**config.mk**
```make
export PLATFORM = sky130hd
export DESIGN_NAME = ctx_stack_seq
export DESIGN_NICKNAME = d
export VERILOG_FILES = /design/src/rtl/ctx_stack_pkg.sv /design/src/rtl/ctx_sp_reg.sv /design/src/rtl/ctx_vec_guard.sv /design/src/rtl/ctx_stack_seq.sv
export SDC_FILE = /design/constraint.sdc
export NUM_CORES = 1
export LEC_CHECK = 0
export ABC_AREA = 1
export BUFFER_PORTS_ARGS = -buffer_cell sky130_fd_sc_hd__buf_2
export CORE_ASPECT_RATIO = 1.25
export CORE_MARGIN = 1.5
export CORE_UTILIZATION = 42
export CTS_BUF_LIST = sky130_fd_sc_hd__clkbuf_8
export CTS_CLUSTER_SIZE = 8
export DETAILED_ROUTE_END_ITERATION = 6
export PLACE_DENSITY = 0.7
export SYNTH_ARGS = -nofsm -noshare
export SYNTH_HDL_FRONTEND = slang
export SYNTH_HIERARCHICAL = 1
export SYNTH_SLANG_ARGS = --single-unit
```
**constraint.sdc**
```tcl
create_clock -name clk_i -period 2.54 [get_ports clk_i]
set_input_delay 0.127 -clock clk_i [delete_from_list [all_inputs] [get_ports clk_i]]
set_output_delay 0.127 -clock clk_i [all_outputs]
set_load 0.05 [all_outputs]
```
**src/rtl/ctx_stack_pkg.sv**
```systemverilog
package ctx_stack_pkg;
  typedef enum logic [2:0] {
    ST_IDLE  = 3'd0,
    ST_PUSH0 = 3'd1,
    ST_PUSH1 = 3'd2,
    ST_POP0  = 3'd3,
    ST_POP1  = 3'd4
  } seq_state_e;
endpackage

```
**src/rtl/ctx_sp_reg.sv**
```systemverilog
module ctx_sp_reg #(
  parameter int unsigned SP_W     = 16,
  parameter logic [15:0] SP_RESET = 16'h0100
) (
  input  logic            clk_i,
  input  logic            rst_ni,
  input  logic            inc_i,
  input  logic            dec_i,
  output logic [SP_W-1:0] sp_o,
  output logic [SP_W-1:0] sp_dec_o
);
  localparam int unsigned WORD_W = SP_W - 1;
  localparam logic [WORD_W-1:0] RST_WORD = WORD_W'(SP_RESET >> 1);

  // word index only; byte bit 0 is tied low
  logic [WORD_W-1:0] word_q;

  always_ff @(posedge clk_i or negedge rst_ni) begin
    if (!rst_ni)    word_q <= RST_WORD;
    else if (inc_i) word_q <= word_q + 1'b1;
    else if (dec_i) word_q <= word_q - 1'b1;
  end

  assign sp_o     = {word_q, 1'b0};
  assign sp_dec_o = {word_q - 1'b1, 1'b0};


  sp_inc_step_chk: assert property (@(posedge clk_i) disable iff (!rst_ni)
    inc_i |=> sp_o == $past(sp_o) + SP_W'(2));

  sp_dec_step_chk: assert property (@(posedge clk_i) disable iff (!rst_ni)
    (dec_i && !inc_i) |=> sp_o == $past(sp_o) - SP_W'(2));
endmodule

```
**src/rtl/ctx_vec_guard.sv**
```systemverilog
module ctx_vec_guard #(
  parameter int unsigned         PC_W      = 24,
  parameter logic [PC_W-1:0]     VEC_LIMIT = 24'h000020
) (
  input  logic            clk_i,
  input  logic            rst_ni,
  input  logic            fetch_valid_i,
  input  logic [PC_W-1:0] fetch_addr_i,
  input  logic            vec_load_i,
  output logic            addr_err_o
);
  logic in_vec_area;
  assign in_vec_area = fetch_addr_i < VEC_LIMIT;
  assign addr_err_o  = fetch_valid_i & ~vec_load_i & in_vec_area;


  vec_load_exempt_chk: assert property (@(posedge clk_i) disable iff (!rst_ni)
    vec_load_i |-> !addr_err_o);

  no_fetch_quiet_chk: assert property (@(posedge clk_i) disable iff (!rst_ni)
    !fetch_valid_i |-> !addr_err_o);
endmodule

```
**src/rtl/ctx_stack_seq.sv**
```systemverilog
module ctx_stack_seq
  import ctx_stack_pkg::*;
#(
  parameter int unsigned     SP_W      = 16,
  parameter int unsigned     DATA_W    = 16,
  parameter int unsigned     PC_W      = 24,
  parameter int unsigned     SR_W      = 8,
  parameter logic [15:0]     SP_RESET  = 16'h0100,
  parameter logic [PC_W-1:0] VEC_LIMIT = 24'h000020
) (
  input  logic              clk_i,
  input  logic              rst_ni,
  input  logic              push_start_i,
  input  logic [PC_W-1:0]   push_pc_i,
  input  logic [SR_W-1:0]   push_sr_i,
  input  logic              pop_start_i,
  output logic [SP_W-1:0]   mem_addr_o,
  output logic              mem_we_o,
  output logic              mem_re_o,
  output logic [DATA_W-1:0] mem_wdata_o,
  input  logic [DATA_W-1:0] mem_rdata_i,
  output logic              busy_o,
  output logic              done_o,
  output logic [PC_W-1:0]   pop_pc_o,
  output logic [SR_W-1:0]   pop_sr_o,
  output logic [SP_W-1:0]   sp_o,
  input  logic              fetch_valid_i,
  input  logic [PC_W-1:0]   fetch_addr_i,
  input  logic              vec_load_i,
  output logic              addr_err_o
);
  localparam int unsigned PC_HI_W = PC_W - DATA_W;

  seq_state_e        state_q, state_d;
  logic [DATA_W-1:0] push_lo_q, push_hi_q;
  logic [DATA_W-1:0] rest_lo_q, rest_hi_q;
  logic              done_q;
  logic              sp_inc, sp_dec;
  logic [SP_W-1:0]   sp_cur, sp_dec_addr;
  logic              idle, accept_push, accept_pop;

  assign idle        = state_q == ST_IDLE;
  assign accept_push = idle & push_start_i;
  assign accept_pop  = idle & pop_start_i & ~push_start_i;

  always_comb begin
    state_d = state_q;
    unique case (state_q)
      ST_IDLE:  if (accept_push) state_d = ST_PUSH0;
                else if (accept_pop) state_d = ST_POP0;
      ST_PUSH0: state_d = ST_PUSH1;
      ST_PUSH1: state_d = ST_IDLE;
      ST_POP0:  state_d = ST_POP1;
      ST_POP1:  state_d = ST_IDLE;
      default:  state_d = ST_IDLE;
    endcase
  end

  always_ff @(posedge clk_i or negedge rst_ni) begin
    if (!rst_ni) begin
      state_q <= ST_IDLE;
      done_q  <= 1'b0;
    end else begin
      state_q <= state_d;
      done_q  <= (state_q == ST_PUSH1) | (state_q == ST_POP1);
    end
  end

  // frame is captured at start so caller inputs need not be held
  always_ff @(posedge clk_i or negedge rst_ni) begin
    if (!rst_ni) begin
      push_lo_q <= '0;
      push_hi_q <= '0;
    end else if (accept_push) begin
      push_lo_q <= push_pc_i[DATA_W-1:0];
      push_hi_q <= {push_sr_i, push_pc_i[PC_W-1 -: PC_HI_W]};
    end
  end

  always_ff @(posedge clk_i or negedge rst_ni) begin
    if (!rst_ni) begin
      rest_lo_q <= '0;
      rest_hi_q <= '0;
    end else begin
      if (state_q == ST_POP0) rest_hi_q <= mem_rdata_i;
      if (state_q == ST_POP1) rest_lo_q <= mem_rdata_i;
    end
  end

  assign sp_inc = (state_q == ST_PUSH0) | (state_q == ST_PUSH1);
  assign sp_dec = (state_q == ST_POP0)  | (state_q == ST_POP1);

  ctx_sp_reg #(
    .SP_W     (SP_W),
    .SP_RESET (SP_RESET)
  ) i_sp_reg (
    .clk_i    (clk_i),
    .rst_ni   (rst_ni),
    .inc_i    (sp_inc),
    .dec_i    (sp_dec),
    .sp_o     (sp_cur),
    .sp_dec_o (sp_dec_addr)
  );

  ctx_vec_guard #(
    .PC_W      (PC_W),
    .VEC_LIMIT (VEC_LIMIT)
  ) i_vec_guard (
    .clk_i         (clk_i),
    .rst_ni        (rst_ni),
    .fetch_valid_i (fetch_valid_i),
    .fetch_addr_i  (fetch_addr_i),
    .vec_load_i    (vec_load_i),
    .addr_err_o    (addr_err_o)
  );

  assign mem_we_o    = sp_inc;
  assign mem_re_o    = sp_dec;
  assign mem_addr_o  = sp_inc ? sp_cur : sp_dec_addr;
  assign mem_wdata_o = (state_q == ST_PUSH0) ? push_lo_q : push_hi_q;
  assign busy_o      = ~idle;
  assign done_o      = done_q;
  assign sp_o        = sp_cur;
  assign pop_pc_o    = {rest_hi_q[PC_HI_W-1:0], rest_lo_q};
  assign pop_sr_o    = rest_hi_q[DATA_W-1 -: SR_W];


  push_first_word_chk: assert property (@(posedge clk_i) disable iff (!rst_ni)
    (idle && push_start_i) |=> mem_we_o && mem_addr_o == $past(sp_o));

  push_second_word_chk: assert property (@(posedge clk_i) disable iff (!rst_ni)
    (state_q == ST_PUSH0) |=> mem_we_o && mem_addr_o == $past(mem_addr_o) + SP_W'(2));

  pop_second_read_chk: assert property (@(posedge clk_i) disable iff (!rst_ni)
    (state_q == ST_POP0) |=> mem_re_o && mem_addr_o == $past(mem_addr_o) - SP_W'(2));

  busy_no_restart_chk: assert property (@(posedge clk_i) disable iff (!rst_ni)
    (state_q == ST_PUSH0) |=> state_q == ST_PUSH1);

  push_wins_chk: assert property (@(posedge clk_i) disable iff (!rst_ni)
    (idle && push_start_i && pop_start_i) |=> mem_we_o && !mem_re_o);

  done_pulse_chk: assert property (@(posedge clk_i) disable iff (!rst_ni)
    done_o |=> !done_o);

  idle_quiet_chk: assert property (@(posedge clk_i) disable iff (!rst_ni)
    !busy_o |-> !mem_we_o && !mem_re_o);

  sp_aligned_chk: assert property (@(posedge clk_i) disable iff (!rst_ni)
    sp_o[0] == 1'b0);
endmodule

```
==> impl_metrics.sql, run 1 <==
INSERT INTO impl_metrics (metric_group, metric, value, unit) VALUES
('critical_path', 'worst_r2r_path_depth', '8', ''),
('floorplan', 'fp.dieH', '118.2', 'um'),
('synthesis', 'yosysTopAreaCellShare', '46.02', '%'),
('critical_path', 'critical_r2r_capture', 'i_sp_reg/word_q[9]$_DFFE_PN0P_', ''),
('clock_network', 'h-tree-depth', '3', ''),
('sta', 'slew_headroom', '59.62', '%'),
('synthesis', 'yosys.cell_types.count', '33', ''),
('clock_network', 'clk_transition_reported_paths', '0.09', 'ns'),
('placed_design', 'detailedPlacementHpwl', '7.977', 'mm'),
('drt', 'met2_wirelength', '5.574', 'mm'),
('sta', 'grt_setup_unrepaired', 'false', ''),
('critical_path', 'timing.critical_path.slowest_cell_delay', '0.44', 'ns'),
('sta', 'finalWorstPathRequiredPeriod', '2.319', 'ns'),
('clock_network', 'clk_root_buffer_cell', 'clkbuf_8', ''),
('drt', 'top_layer', 'met4', ''),
('critical_path', 'regToRegSetupSlack', '0.69', 'ns'),
('sta', 'setup_violations', '0', ''),
('flow_run', 'drv.max_cap_violation_count', '0', ''),
('synthesis', 'mappedNetlistArea', '0.004459', 'mm2'),
('sta', 'setup_tns', '0', 'ns'),
('min_path', 'min_path_type', 'input port to flip-flop', ''),
('critical_path', 'path_max_fanout', '6', ''),
('sta', 'timing_max_transition_violations_final', '0', ''),
('critical_path', 'worstPathArrival', '2.19', 'ns'),
('finish', 'antennaDiodeCount', '0', ''),
('drt', 'route.detailed.vias_per_inst', '4.754', ''),
('drt', 'detailedRoute.firstIterationViolations', '133', ''),
('drt', 'totalWireLength', '11.27', 'mm'),
('floorplan', 'core_area', '0.01021', 'mm2'),
('global_routing', 'grt_first_pass_wirelength', '18.34', 'mm'),
('synthesis', 'yosysWarnings', '6', ''),
('floorplan', 'chipWidth', '95.16', 'um'),
('critical_path', 'end_kind', 'output port', ''),
('sta', 'finalHoldViolCount', '0', ''),
('critical_path', 'critPathRequiredTime', '2.41', 'ns'),
('clock_network', 'worstSkewPairLatency', '0.35', 'ns'),
('drt', 'met1_length', '4.895', 'mm'),
('floorplan', 'row_count', '41', ''),
('critical_path', 'crit_buf_inv', '3', ''),
('global_routing', 'grt_remaining_overflow', '0', ''),
('critical_path', 'timing.critical_path.slowest_stage_cell', 'dfrtp_1', ''),
('critical_path', 'setup.worst_path.class', 'flip-flop to output port', ''),
('clock_network', 'clockBufferDepth', '2', ''),
('sta', 'final.period_utilization', '91.30', '%'),
('finish', 'num-nets-final', '849', ''),
('floorplan', 'pin_count', '163', ''),
('critical_path', 'cpLargestDelayFamily', 'simple AND/OR/NAND/NOR gates', ''),
('synthesis', 'synth_cells', '605', ''),
('critical_path', 'critPathLaunch', 'i_sp_reg/word_q[0]$_DFFE_PN0P_', ''),
('critical_path', 'critical_path.startpoint_type', 'flip-flop', ''),
('synthesis', 'synth.yosys.seq_area_share', '46.60', '%'),
('synthesis', 'post_synth.cell_area_avg', '7.371', 'um2'),
('floorplan', 'floorplan.initialDensity', '43.68', '%'),
('floorplan', 'fp.dieArea', '0.01125', 'mm2'),
('critical_path', 'crit_cells', '11', ''),
('global_routing', 'number_of_antenna_violations_at_the_first_check_in_global_routing', '0', ''),
('drt', 'routed_wire_length_per_instance', '12.48', 'um'),
('clock_network', 'cts_tree', 'yes', ''),
('placed_design', 'placement.io_buffers', '155', ''),
('sta', 'fmax', '0.4312', 'GHz'),
('sta', 'worstMarginPinSlew', '0.6057', 'ns'),
('global_routing', 'global_route.usage.total', '20.57', '%'),
('placed_design', 'gp_congestion', '0.9217', ''),
('critical_path', 'critPathMostFrequentCell', 'nand2_1', ''),
('clock_network', 'number_of_buffers_inserted_during_clock_tree_synthesis', '9', ''),
('drt', 'detail-route-antenna-nets', '0', ''),
('critical_path', 'timing.rr.start', 'state_q[0]$_DFFE_PN0P_', ''),
('synthesis', 'ys_top_cells_by_area', 'dfrtp_1 (46%), nand2_1 (15%), o21ai_0 (8.8%)', ''),
('status', 'status', 'completed', ''),
('synthesis', 'synthDominantAreaCellType', 'dfrtp_1', ''),
('drt', 'route.vias.total', '4293', '');
what timing repair did:
action                    CTS  global route
hold endpoints to repair   61             0
setup buffers               0             0
gates resized for setup     0             0
hold buffers               18             0
worst reg2reg max path: stages, from the launching register on:
cell,delay [ns]
dfrtp_1,0.45
nor2_4,0.20
nand2_1,0.09
nand2_1,0.11
nand2_1,0.33
inv_2,0.30
o22ai_1,0.11
o31ai_1,0.07
nand2_1,0.07
how the worst min path moves through the flow:
stage / start / to / slack, ns / depth (start not counted)
3_3_place_gp: rst_ni / rest_hi_q[10]$_DFFE_PN0N_ / 0.16 / 1
3_5_place_dp: rst_ni / rest_hi_q[12]$_DFFE_PN0N_ / 0.17 / 1
2_1_floorplan: rst_ni / done_o$_DFF_PN0_ / -0.17 / 0
6_report: push_pc_i[1] / push_lo_q[1]$_DFFE_PN0P_ / 0.02 / 3
4_1_cts: push_pc_i[15] / push_lo_q[15]$_DFFE_PN0P_ / 0.001 / 3
5_1_grt: push_pc_i[15] / push_lo_q[15]$_DFFE_PN0P_ / 0.01 / 3
kinds of logic (layout without fill, tap and decap cells):
family          Yosys count  after routing  synth area share [%]
simple gates            283            283                 27.38
compound gates           95             95                 11.20
flops                    83             83                 46.61
fa+ha+maj                 2              2                0.5611
buf+inv                 130            298                 12.01
xor+xnor                 11             11                 2.160
other cells               1              2               0.08409
layout by cell type, fill, tap and decap left out:
cell           instances
and2_1                 1
nand3_2                1
o31ai_1                1
nand2_1              179
nor2_1                39
o22ai_1                2
nand3_4                1
nor2_4                 3
inv_8                  1
clkbuf_8               9
bufinv_16              1
o21ai_1                4
dlygate4sd3_1         18
o221ai_1               2
clkinv_2               2
nand3_1               38
ha_1                   2
nand3b_2               1
buf_4                  8
dfrtp_1               82
inv_2                  6
o21ai_0               78
conb_1                 2
nand2_2                4
dfstp_2                1
nand2_4                1
or2_2                  1
buf_2                154
inv_6                  1
nor3_2                 1
o21ai_2                1
xor2_1                11
clkinvlp_4             2
nor2_2                 5
nand4_1                8
o211ai_1               3
a21oi_1                4
inv_1                 96
synthesized netlist by cell type, drive strengths merged:
cell	count
nor3	1
nand3b	1
o221ai	2
or2	1
inv	102
o21ai	83
a21oi	4
o22ai	2
o211ai	3
nand2	184
buf	20
nand3	40
o31ai	1
xor2	11
clkbuf	8
ha	2
nor2	47
nand4	8
and2	1
dfstp	1
dfrtp	82
conb	1
routing by layer:
layer | global-route usage [%] | vias to the layer above
li1 | - | 2197
met1 | 25.97 | 1953
met2 | 33.55 | 123
met3 | 3.861 | 20
met4 | 9.235 | 0
met5 | 0 | -
stage by stage:
step	utilization [%]	setup slack, ns	cell area [um2]	cells	hold WS (ns)
2_1_floorplan	-	0.4372	4463	606	-0.1686
3_3_place_gp	51.94	0.6244	5303	869	0.1629
3_5_place_dp	51.94	0.5936	5303	869	0.1744
4_1_cts	55.66	0.1808	5682	903	0.001091
5_1_grt	55.66	0.01419	5682	903	0.01315
6_report	55.66	0.2211	5682	903	0.01815
final cells by class:
| type | instances | area (um2) |
|---|---|---|
| repair buffers | 180 | 1011 |
| multi-input cells | 393 | 1849 |
| well taps | 129 | 161.4 |
| clock inverters | 7 | 75.07 |
| inverters | 102 | 382.9 |
| fillers | 957 | 4527 |
| flip-flops and latches | 83 | 2078 |
| clock buffers | 9 | 123.9 |
registers in the layout, summed over array words and instances, names as in the netlist:
name,flops
rest_lo_q,16
i_sp_reg/word_q,15
push_hi_q,16
state_q,3
rest_hi_q,16
done_o,1
push_lo_q,16
Power of run 1 is left out: the tool's default activity adds up to more than one toggle a clock period on the data nets, which glitch-free logic cannot reach.
==> run 2: changes to the inputs <==
--- a/config.mk
+++ b/config.mk
@@ -9,12 +9,12 @@
 export BUFFER_PORTS_ARGS = -buffer_cell sky130_fd_sc_hd__buf_2
 export CORE_ASPECT_RATIO = 1.25
 export CORE_MARGIN = 1.5
-export CORE_UTILIZATION = 42
+export CORE_UTILIZATION = 40
 export CTS_BUF_LIST = sky130_fd_sc_hd__clkbuf_8
 export CTS_CLUSTER_SIZE = 8
 export DETAILED_ROUTE_END_ITERATION = 6
-export PLACE_DENSITY = 0.7
+export PLACE_DENSITY = 0.67
+export SLEW_MARGIN = 20
 export SYNTH_ARGS = -nofsm -noshare
 export SYNTH_HDL_FRONTEND = slang
-export SYNTH_HIERARCHICAL = 1
 export SYNTH_SLANG_ARGS = --single-unit
==> run 2 against run 1 <==
Synthesized cell count is 8.8% lower. Register-to-register slack worse by 0.23 ns. Maximum frequency increased by 2.8%. Non-clock buffer count rose by 15. Setup slack improved by 0.062 ns. Global-route usage grew 0.095 points. Flip-flop and latch count is the same. Sequential share of layout area decreased by 0.26 points. Hold slack improved by 0.0068 ns. Via count down 2.1%. Largest cell class unchanged.
==> impl_metrics.sql, run 2 <==
INSERT INTO impl_metrics (metric_group, metric, value, unit) VALUES
('global_routing', 'grt_first_pass_wirelength', '18.56', 'mm'),
('critical_path', 'critical_path.startpoint_type', 'flip-flop', ''),
('clock_network', 'number_of_buffers_inserted_during_clock_tree_synthesis', '9', ''),
('drt', 'routed_wire_length_per_instance', '12.97', 'um'),
('sta', 'grt_setup_unrepaired', 'false', ''),
('placed_design', 'detailedPlacementHpwl', '7.765', 'mm'),
('global_routing', 'grt_max_degree', '49', ''),
('global_routing', 'global_route.usage.total', '20.66', '%'),
('clock_network', 'clockBufferDepth', '2', ''),
('global_routing', 'grt_remaining_overflow', '0', ''),
('clock_network', 'cts_tree', 'yes', ''),
('synthesis', 'post_synth.cell_area_avg', '7.784', 'um2'),
('critical_path', 'path_max_fanout', '5', ''),
('min_path', 'worstHoldEndpoint', 'rest_hi_q[6]$_DFFE_PN0P_', ''),
('synthesis', 'synthFlopType', 'dfrtp_1', ''),
('drt', 'totalWireLength', '11.24', 'mm'),
('sta', 'final.period_utilization', '88.85', '%'),
('min_path', 'min_path_type', 'input port to flip-flop', ''),
('floorplan', 'core_area', '0.01051', 'mm2'),
('finish', 'num-nets-final', '811', ''),
('clock_network', 'postCtsResizedCells', '0', ''),
('critical_path', 'regToRegSetupSlack', '0.46', 'ns'),
('finish', 'fill_cells', '1018', ''),
('finish', 'antennaDiodeCount', '0', ''),
('finish', 'most-common-layout-cells', 'nand2_1 (152), buf_2 (152), dfrtp_1 (82)', ''),
('synthesis', 'ys_top_cells_by_area', 'dfrtp_1 (48%), nand2_1 (13%), o21ai_0 (7.8%)', ''),
('sta', 'slew_headroom', '61.63', '%'),
('drt', 'route.vias.total', '4201', ''),
('synthesis', 'edff_count_synth', '0', ''),
('min_path', 'worstHoldPathCells', '3', ''),
('synthesis', 'synth-async-reset-ratio', '100.0', '%'),
('sta', 'worst_clock_skew', '0.006010', 'ns'),
('critical_path', 'end_kind', 'output port', ''),
('synthesis', 'yosys.cell_types.count', '33', ''),
('critical_path', 'worst_r2r_path_depth', '7', ''),
('critical_path', 'critPathRequiredTime', '2.41', 'ns'),
('synthesis', 'synth_common_cells', 'nand2_1 (152), dfrtp_1 (82), o21ai_0 (67)', ''),
('synthesis', 'mappedNetlistArea', '0.004297', 'mm2'),
('sta', 'timing_max_transition_violations_final', '0', ''),
('floorplan', 'pin_count', '163', ''),
('sta', 'fmax', '0.4431', 'GHz'),
('critical_path', 'timing.rr.start', 'state_q[0]$_DFFE_PN0P_', ''),
('drt', 'route.detailed.vias_per_inst', '4.851', ''),
('sta', 'setup_violations', '0', ''),
('synthesis', 'synthMostInstantiatedCell', 'nand2_1', ''),
('clock_network', 'clk_transition_reported_paths', '0.09', 'ns'),
('clock_network', 'post-cts-setup-buffer-count', '0', ''),
('drt', 'route.detailed.drc', '0', ''),
('floorplan', 'fp.dieArea', '0.01138', 'mm2'),
('synthesis', 'synth_cells', '552', ''),
('finish', 'finish.cell_count_without_fillers', '866', ''),
('synthesis', 'synthDominantAreaCellType', 'dfrtp_1', ''),
('finish', 'post_route_cells_drive_above_1_share', '26.98', '%'),
('synthesis', 'yosysTopAreaCellShare', '47.76', '%'),
('min_path', 'worstHoldStart', 'mem_rdata_i[6]', ''),
('sta', 'finalWorstPathRequiredPeriod', '2.257', 'ns'),
('sta', 'finalHoldViolCount', '0', ''),
('placed_design', 'dp_cells', '817', ''),
('clock_network', 'worstSkewPairLatency', '0.36', 'ns'),
('flow_run', 'drv.max_cap_violation_count', '0', ''),
('synthesis', 'synth.ff_latch_count', '83', ''),
('clock_network', 'h-tree-depth', '3', ''),
('floorplan', 'row_count', '42', ''),
('critical_path', 'worstPathArrival', '2.13', 'ns'),
('critical_path', 'critical_r2r_capture', 'i_sp_reg.word_q[9]$_DFFE_PN0P_', ''),
('synthesis', 'yosysWarnings', '0', ''),
('synthesis', 'synth.yosys.seq_area_share', '48.37', '%'),
('drt', 'drt_first_pass_iters', '4', ''),
('status', 'status', 'completed', ''),
('sta', 'setup_tns', '0', 'ns'),
('sta', 'worstMarginPinSlew', '0.5756', 'ns'),
('clock_network', 'tritoncts_num_sinks', '83', ''),
('drt', 'detail-route-antenna-nets', '0', ''),
('global_routing', 'first_global_vias', '4039', ''),
('placed_design', 'placement.io_buffers', '155', ''),
('finish', 'layout-area-overhead-vs-synth', '33.20', '%'),
('placed_design', 'gp_congestion', '0.8432', ''),
('drt', 'detailedRoute.firstIterationViolations', '187', ''),
('floorplan', 'floorplan.initialDensity', '40.88', '%'),
('critical_path', 'setup.worst_path.class', 'flip-flop to output port', ''),
('global_routing', 'number_of_antenna_violations_at_the_first_check_in_global_routing', '0', ''),
('floorplan', 'chipWidth', '95.70', 'um'),
('floorplan', 'fp.dieH', '118.9', 'um'),
('clock_network', 'clk_root_buffer_cell', 'clkbuf_8', '');
## run 2: cell count changes in the layout (fill, tap and decap cells not counted), moves of 15 or more
cell | previous run | this run
dlygate4sd3_1 | 18 | 33
inv_1 | 96 | 55
a21oi_1 | 4 | 20
nor2_1 | 39 | 56
nand2_1 | 179 | 152
## run 2: final cells by class
class                           count  area, um2  area share, %
Clock buffer                        9      123.9          2.164
Clock inverter                      7      105.1          1.836
Inverter                           59      221.5          3.870
Multi-Input combinational cell    381       1838          32.12
Sequential cell                    83       2078          36.31
Tap cell                          132      165.2          2.886
Timing Repair Buffer              195       1191          20.81
## run 2: metrics by stage
| stage | utilization (%) | hold slack [ns] | setup WS [ns] | area (um2) |
|---|---|---|---|---|
| detailed placement | 49.13 | 0.1639 | 0.4943 | 5164 |
| floorplan | - | -0.1686 | 0.3483 | 4300 |
| finish | 54.45 | 0.02491 | 0.2833 | 5723 |
| global placement | 49.13 | 0.1540 | 0.5363 | 5164 |
| CTS | 54.45 | 0.0003678 | 0.2456 | 5723 |
| global route | 54.45 | 0.02330 | 0.05540 | 5723 |
## run 2: worst max-delay path by stage
stage | depth (start not counted) | slack [ns] | start | end
after global placement | 7 | 0.54 | state_q[0]$_DFFE_PN0P_ | i_sp_reg.word_q[13]$_DFFE_PN0P_
final | 9 | 0.28 | i_sp_reg.word_q[0]$_DFFE_PN0P_ | mem_addr_o[11]
after detailed placement | 7 | 0.49 | state_q[0]$_DFFE_PN0P_ | i_sp_reg.word_q[9]$_DFFE_PN0P_
after CTS | 9 | 0.25 | i_sp_reg.word_q[0]$_DFFE_PN0P_ | mem_addr_o[11]
after floorplan | 3 | 0.35 | i_sp_reg.word_q[7]$_DFFE_PN1P_ | mem_addr_o[8]
after global routing | 9 | 0.06 | i_sp_reg.word_q[0]$_DFFE_PN0P_ | mem_addr_o[15]
## run 2: critical path: stages, from the launching register on
cell	delay, ns
dfrtp_1	0.43
inv_1	0.16
ha_1	0.23
nand2_1	0.11
nor2_2	0.22
nand2_1	0.08
nand2_1	0.06
nand3_1	0.08
o21ai_0	0.10
buf_2	0.29
## run 2: cells by family (layout without fill, tap and decap cells)
group,after synthesis,in the layout,share of synthesized area (%)
AOI/OAI and AO/OA,99,99,11.85
xor gates and xnor gates,5,5,1.019
adders and majority gates,4,4,1.165
buffers and inverters,89,270,8.940
DFF,83,83,48.37
muxes,16,16,4.194
other,1,2,0.08728
and+or+nand+nor,255,255,24.37
## run 2: timing repair
item	CTS	global route
setup endpoints to repair	0	0
hold buffers	33	0
endpoints found under the hold margin	75	0
## run 2: layer usage
| layer | share of wire, % | track usage [%] |
|---|---|---|
| met2 | 51 | 36.14 |
| met1 | 41 | 24.27 |
| met5 | 0 | 0 |
| met3 | 5.3 | 4.725 |
| met4 | 1.8 | 7.169 |
Power of run 2 is left out for the same reason.
==> run 3: changes to the inputs <==
--- a/config.mk
+++ b/config.mk
@@ -5,7 +5,6 @@
 export SDC_FILE = /design/constraint.sdc
 export NUM_CORES = 1
 export LEC_CHECK = 0
-export ABC_AREA = 1
 export BUFFER_PORTS_ARGS = -buffer_cell sky130_fd_sc_hd__buf_2
 export CORE_ASPECT_RATIO = 1.25
 export CORE_MARGIN = 1.5
@@ -13,7 +12,7 @@
 export CTS_BUF_LIST = sky130_fd_sc_hd__clkbuf_8
 export CTS_CLUSTER_SIZE = 8
 export DETAILED_ROUTE_END_ITERATION = 6
-export PLACE_DENSITY = 0.67
+export PLACE_DENSITY = 0.68
 export SLEW_MARGIN = 20
 export SYNTH_ARGS = -nofsm -noshare
 export SYNTH_HDL_FRONTEND = slang
==> run 3 against run 2 <==
Maximum frequency decreased by 12%. First-iteration DRC count decreased by 57%. Final area about the same. Utilization increased by 4.8 points. Flip-flop and latch count unchanged. Clock skew increased by 0.0016 ns. Die area decreased by 6.9%. The run now ends with negative setup slack left. Wire length decreased by 7.9%. Cell count decreased by 19%. Critical path type unchanged.
==> impl_metrics.sql, run 3 <==
INSERT INTO impl_metrics (metric_group, metric, value, unit) VALUES
('status', 'status', 'finished with violations', ''),
('status', 'violations', 'negative setup slack', ''),
('synthesis', 'synth.ff_latch_count', '83', ''),
('synthesis', 'synth.yosys.seq_area_share', '52.07', '%'),
('synthesis', 'edff_count_synth', '0', ''),
('sta', 'setup_violations', '1', ''),
('sta', 'finalHoldViolCount', '0', ''),
('drt', 'detailedRoute.firstIterationViolations', '81', ''),
('global_routing', 'global_route.usage.total', '19.92', '%'),
('finish', 'num-nets-final', '652', ''),
('critical_path', 'end_kind', 'output port', ''),
('drt', 'routed_wire_length_per_instance', '14.76', 'um'),
('sta', 'hold-worst-slack', '0.02082', 'ns'),
('floorplan', 'chipWidth', '92.35', 'um'),
('critical_path', 'timing.critical_path.slowest_stage_cell', 'or4_4', ''),
('synthesis', 'synth_common_cells', 'dfrtp_1 (82), mux2_2 (65), nand2_1 (65)', ''),
('drt', 'detail-route-antenna-nets', '0', ''),
('critical_path', 'worstPathArrival', '2.43', 'ns'),
('synthesis', 'synthMostInstantiatedCell', 'dfrtp_1', ''),
('finish', 'finish.utilization', '59.24', '%'),
('drt', 'route.detailed.drc', '0', ''),
('global_routing', 'grt_max_degree', '84', ''),
('clock_network', 'cts_tree', 'yes', ''),
('clock_network', 'tritoncts_num_sinks', '83', ''),
('critical_path', 'worst_r2r_path_depth', '6', ''),
('sta', 'timing_max_transition_violations_final', '0', ''),
('sta', 'layout_setup_ws', '-0.01207', 'ns'),
('min_path', 'worstHoldEndpoint', 'state_q[0]$_DFFE_PN0P_', ''),
('sta', 'fmax', '0.3918', 'GHz'),
('critical_path', 'critPathRequiredTime', '2.41', 'ns'),
('critical_path', 'critical_path.startpoint_type', 'flip-flop', ''),
('min_path', 'worstHoldStart', 'pop_start_i', ''),
('critical_path', 'worstPathCellList', 'or4_4 > nor3_4 > nand3_2 > nor4_4 > xor2_2 > buf_6', ''),
('clock_network', 'clk_root_buffer_cell', 'clkbuf_8', ''),
('critical_path', 'setup.worst_path.class', 'flip-flop to output port', ''),
('global_routing', 'grt_first_pass_wirelength', '16.47', 'mm'),
('synthesis', 'synth_cells', '358', ''),
('clock_network', 'worstSkewPairLatency', '0.35', 'ns'),
('global_routing', 'grt_remaining_overflow', '0', ''),
('synthesis', 'synth-async-reset-ratio', '100.0', '%'),
('synthesis', 'post_synth.cell_area_avg', '11.15', 'um2'),
('drt', 'drt_first_pass_iters', '7', ''),
('sta', 'slew_headroom', '48.58', '%'),
('synthesis', 'yosysWarnings', '0', ''),
('min_path', 'min_path_type', 'input port to flip-flop', ''),
('global_routing', 'first_global_vias', '3482', ''),
('sta', 'worst_clock_skew', '0.007573', 'ns'),
('finish', 'layout-area-overhead-vs-synth', '43.35', '%'),
('clock_network', 'clockBufferDepth', '2', ''),
('synthesis', 'yosysTopAreaCellShare', '51.41', '%'),
('drt', 'route.vias.total', '3441', ''),
('placed_design', 'gp_congestion', '0.9314', ''),
('sta', 'finalWorstPathRequiredPeriod', '2.552', 'ns'),
('placed_design', 'placement.io_buffers', '155', ''),
('global_routing', 'number_of_antenna_violations_at_the_first_check_in_global_routing', '0', ''),
('placed_design', 'detailedPlacementHpwl', '6.734', 'mm'),
('sta', 'setup_tns', '-0.01207', 'ns'),
('finish', 'most-common-layout-cells', 'buf_2 (149), dfrtp_1 (81), mux2_2 (65), nand2_1 (65), dlygate4sd3_1 (49)', ''),
('flow_run', 'drv.max_cap_violation_count', '0', ''),
('synthesis', 'synthFlopType', 'dfrtp_1', ''),
('sta', 'worstMarginPinSlew', '0.7712', 'ns'),
('critical_path', 'regToRegSetupSlack', '0.40', 'ns'),
('floorplan', 'fp.dieArea', '0.01059', 'mm2'),
('finish', 'post_route_cells_drive_above_1_share', '47.30', '%'),
('drt', 'route.detailed.vias_per_inst', '4.909', ''),
('sta', 'final.period_utilization', '100.5', '%'),
('critical_path', 'timing.rr.start', 'i_sp_reg.word_q[4]$_DFFE_PN0P_', ''),
('floorplan', 'floorplan.initialDensity', '41.32', '%'),
('synthesis', 'mappedNetlistArea', '0.003991', 'mm2'),
('critical_path', 'path_max_fanout', '4', ''),
('min_path', 'worstHoldPathCells', '3', ''),
('drt', 'totalWireLength', '10.35', 'mm'),
('critical_path', 'critical_r2r_capture', 'i_sp_reg.word_q[10]$_DFFE_PN0P_', ''),
('sta', 'grt_setup_unrepaired', 'true', ''),
('floorplan', 'fp.dieH', '114.7', 'um'),
('clock_network', 'number_of_buffers_inserted_during_clock_tree_synthesis', '9', ''),
('floorplan', 'row_count', '40', ''),
('finish', 'commonest_non_fill_non_tap_cell_in_the_layout', 'buf_2', ''),
('clock_network', 'clk_transition_reported_paths', '0.08', 'ns'),
('finish', 'fill_cells', '819', ''),
('finish', 'antennaDiodeCount', '0', ''),
('synthesis', 'synthDominantAreaCellType', 'dfrtp_1', ''),
('synthesis', 'yosys.cell_types.count', '43', ''),
('clock_network', 'h-tree-depth', '3', ''),
('synthesis', 'ys_top_cells_by_area', 'dfrtp_1 (51%), mux2_2 (18%), nand2_1 (6.1%)', ''),
('critical_path', 'timing.critical_path.slowest_cell_delay', '0.58', 'ns'),
('floorplan', 'core_area', '0.009659', 'mm2'),
('floorplan', 'pin_count', '163', '');
## run 3: cell count changes after synthesis, sizes merged, moves of 4 or more
cell | before | now
a21oi | 20 | 8
xor2 | 4 | 14
nor3 | 3 | 13
xnor2 | 1 | 13
nor4 | 3 | 7
inv | 59 | 6
nand2 | 153 | 66
nor2 | 59 | 17
nand3 | 29 | 6
buf | 20 | 13
o21ai | 74 | 6
mux2 | 16 | 65
## run 3: cell type report
class / count / area [um2] / area share [%]
multi-input combinational: 248 / 1877 / 32.80
sequential: 83 / 2079 / 36.34
clock buffer: 9 / 123.9 / 2.165
clock inverter: 7 / 45.04 / 0.7872
inverter: 8 / 30.03 / 0.5248
tap: 126 / 157.7 / 2.755
timing repair buffer: 220 / 1409 / 24.62
## run 3: logic make-up (layout without fill, tap and decap cells)
kind of cell	after synthesis	count (layout)	synth area share [%]
flops	83	83	52.07
compound gates	24	24	4.138
xor+xnor	27	27	5.925
other cells	1	2	0.09395
simple gates	126	126	14.83
buf+inv	28	244	3.354
mux	65	65	18.34
fa+ha+maj	4	4	1.254
## run 3: through the flow
| step | setup WS (ns) | cell area (um2) | cells |
|---|---|---|---|
| 2_1_floorplan | -0.09073 | 4044 | 359 |
| 3_3_place_gp | 0.2457 | 4966 | 631 |
| 3_5_place_dp | 0.2317 | 4966 | 631 |
| 4_1_cts | -0.01740 | 5642 | 696 |
| 5_1_grt | -0.1249 | 5722 | 701 |
| 6_report | -0.01207 | 5722 | 701 |
## run 3: worst max-delay path by stage
stage / startpoint / end / slack (ns)
floorplan: i_sp_reg.word_q[5]$_DFFE_PN0P_ / mem_addr_o[13] / -0.09
global placement: i_sp_reg.word_q[6]$_DFFE_PN0P_ / mem_addr_o[13] / 0.25
detailed placement: i_sp_reg.word_q[6]$_DFFE_PN0P_ / mem_addr_o[13] / 0.23
CTS: i_sp_reg.word_q[6]$_DFFE_PN0P_ / mem_addr_o[13] / -0.02
global route: i_sp_reg.word_q[4]$_DFFE_PN0P_ / mem_addr_o[13] / -0.12
finish: i_sp_reg.word_q[4]$_DFFE_PN0P_ / mem_addr_o[13] / -0.01
## run 3: metal layers
layer | part of all wire (%) | GRT usage, %
met5 | 0 | 0
met4 | 1.5 | 7.897
met3 | 8.3 | 6.839
met2 | 50 | 34.26
met1 | 40 | 22.60
## run 3: critical path: cells and delay by family (launching register included)
family	cells	cell delay [ns]
XOR/XNOR	1	0.17
buffers and inverters	1	0.17
flip-flops	1	0.39
AND/OR/NAND/NOR	4	1.35
## run 3: timing repair
| action | 4_1_cts | 5_1_grt |
|---|---|---|
| endpoints found under the hold margin | 129 | 0 |
| endpoints found under the setup margin | 2 | 5 |
| gates resized for setup | 4 | 11 |
| pin swaps | 0 | 3 |
| buffers inserted | 0 | 5 |
| hold buffers | 49 | 0 |
Power of run 3 is left out for the same reason.
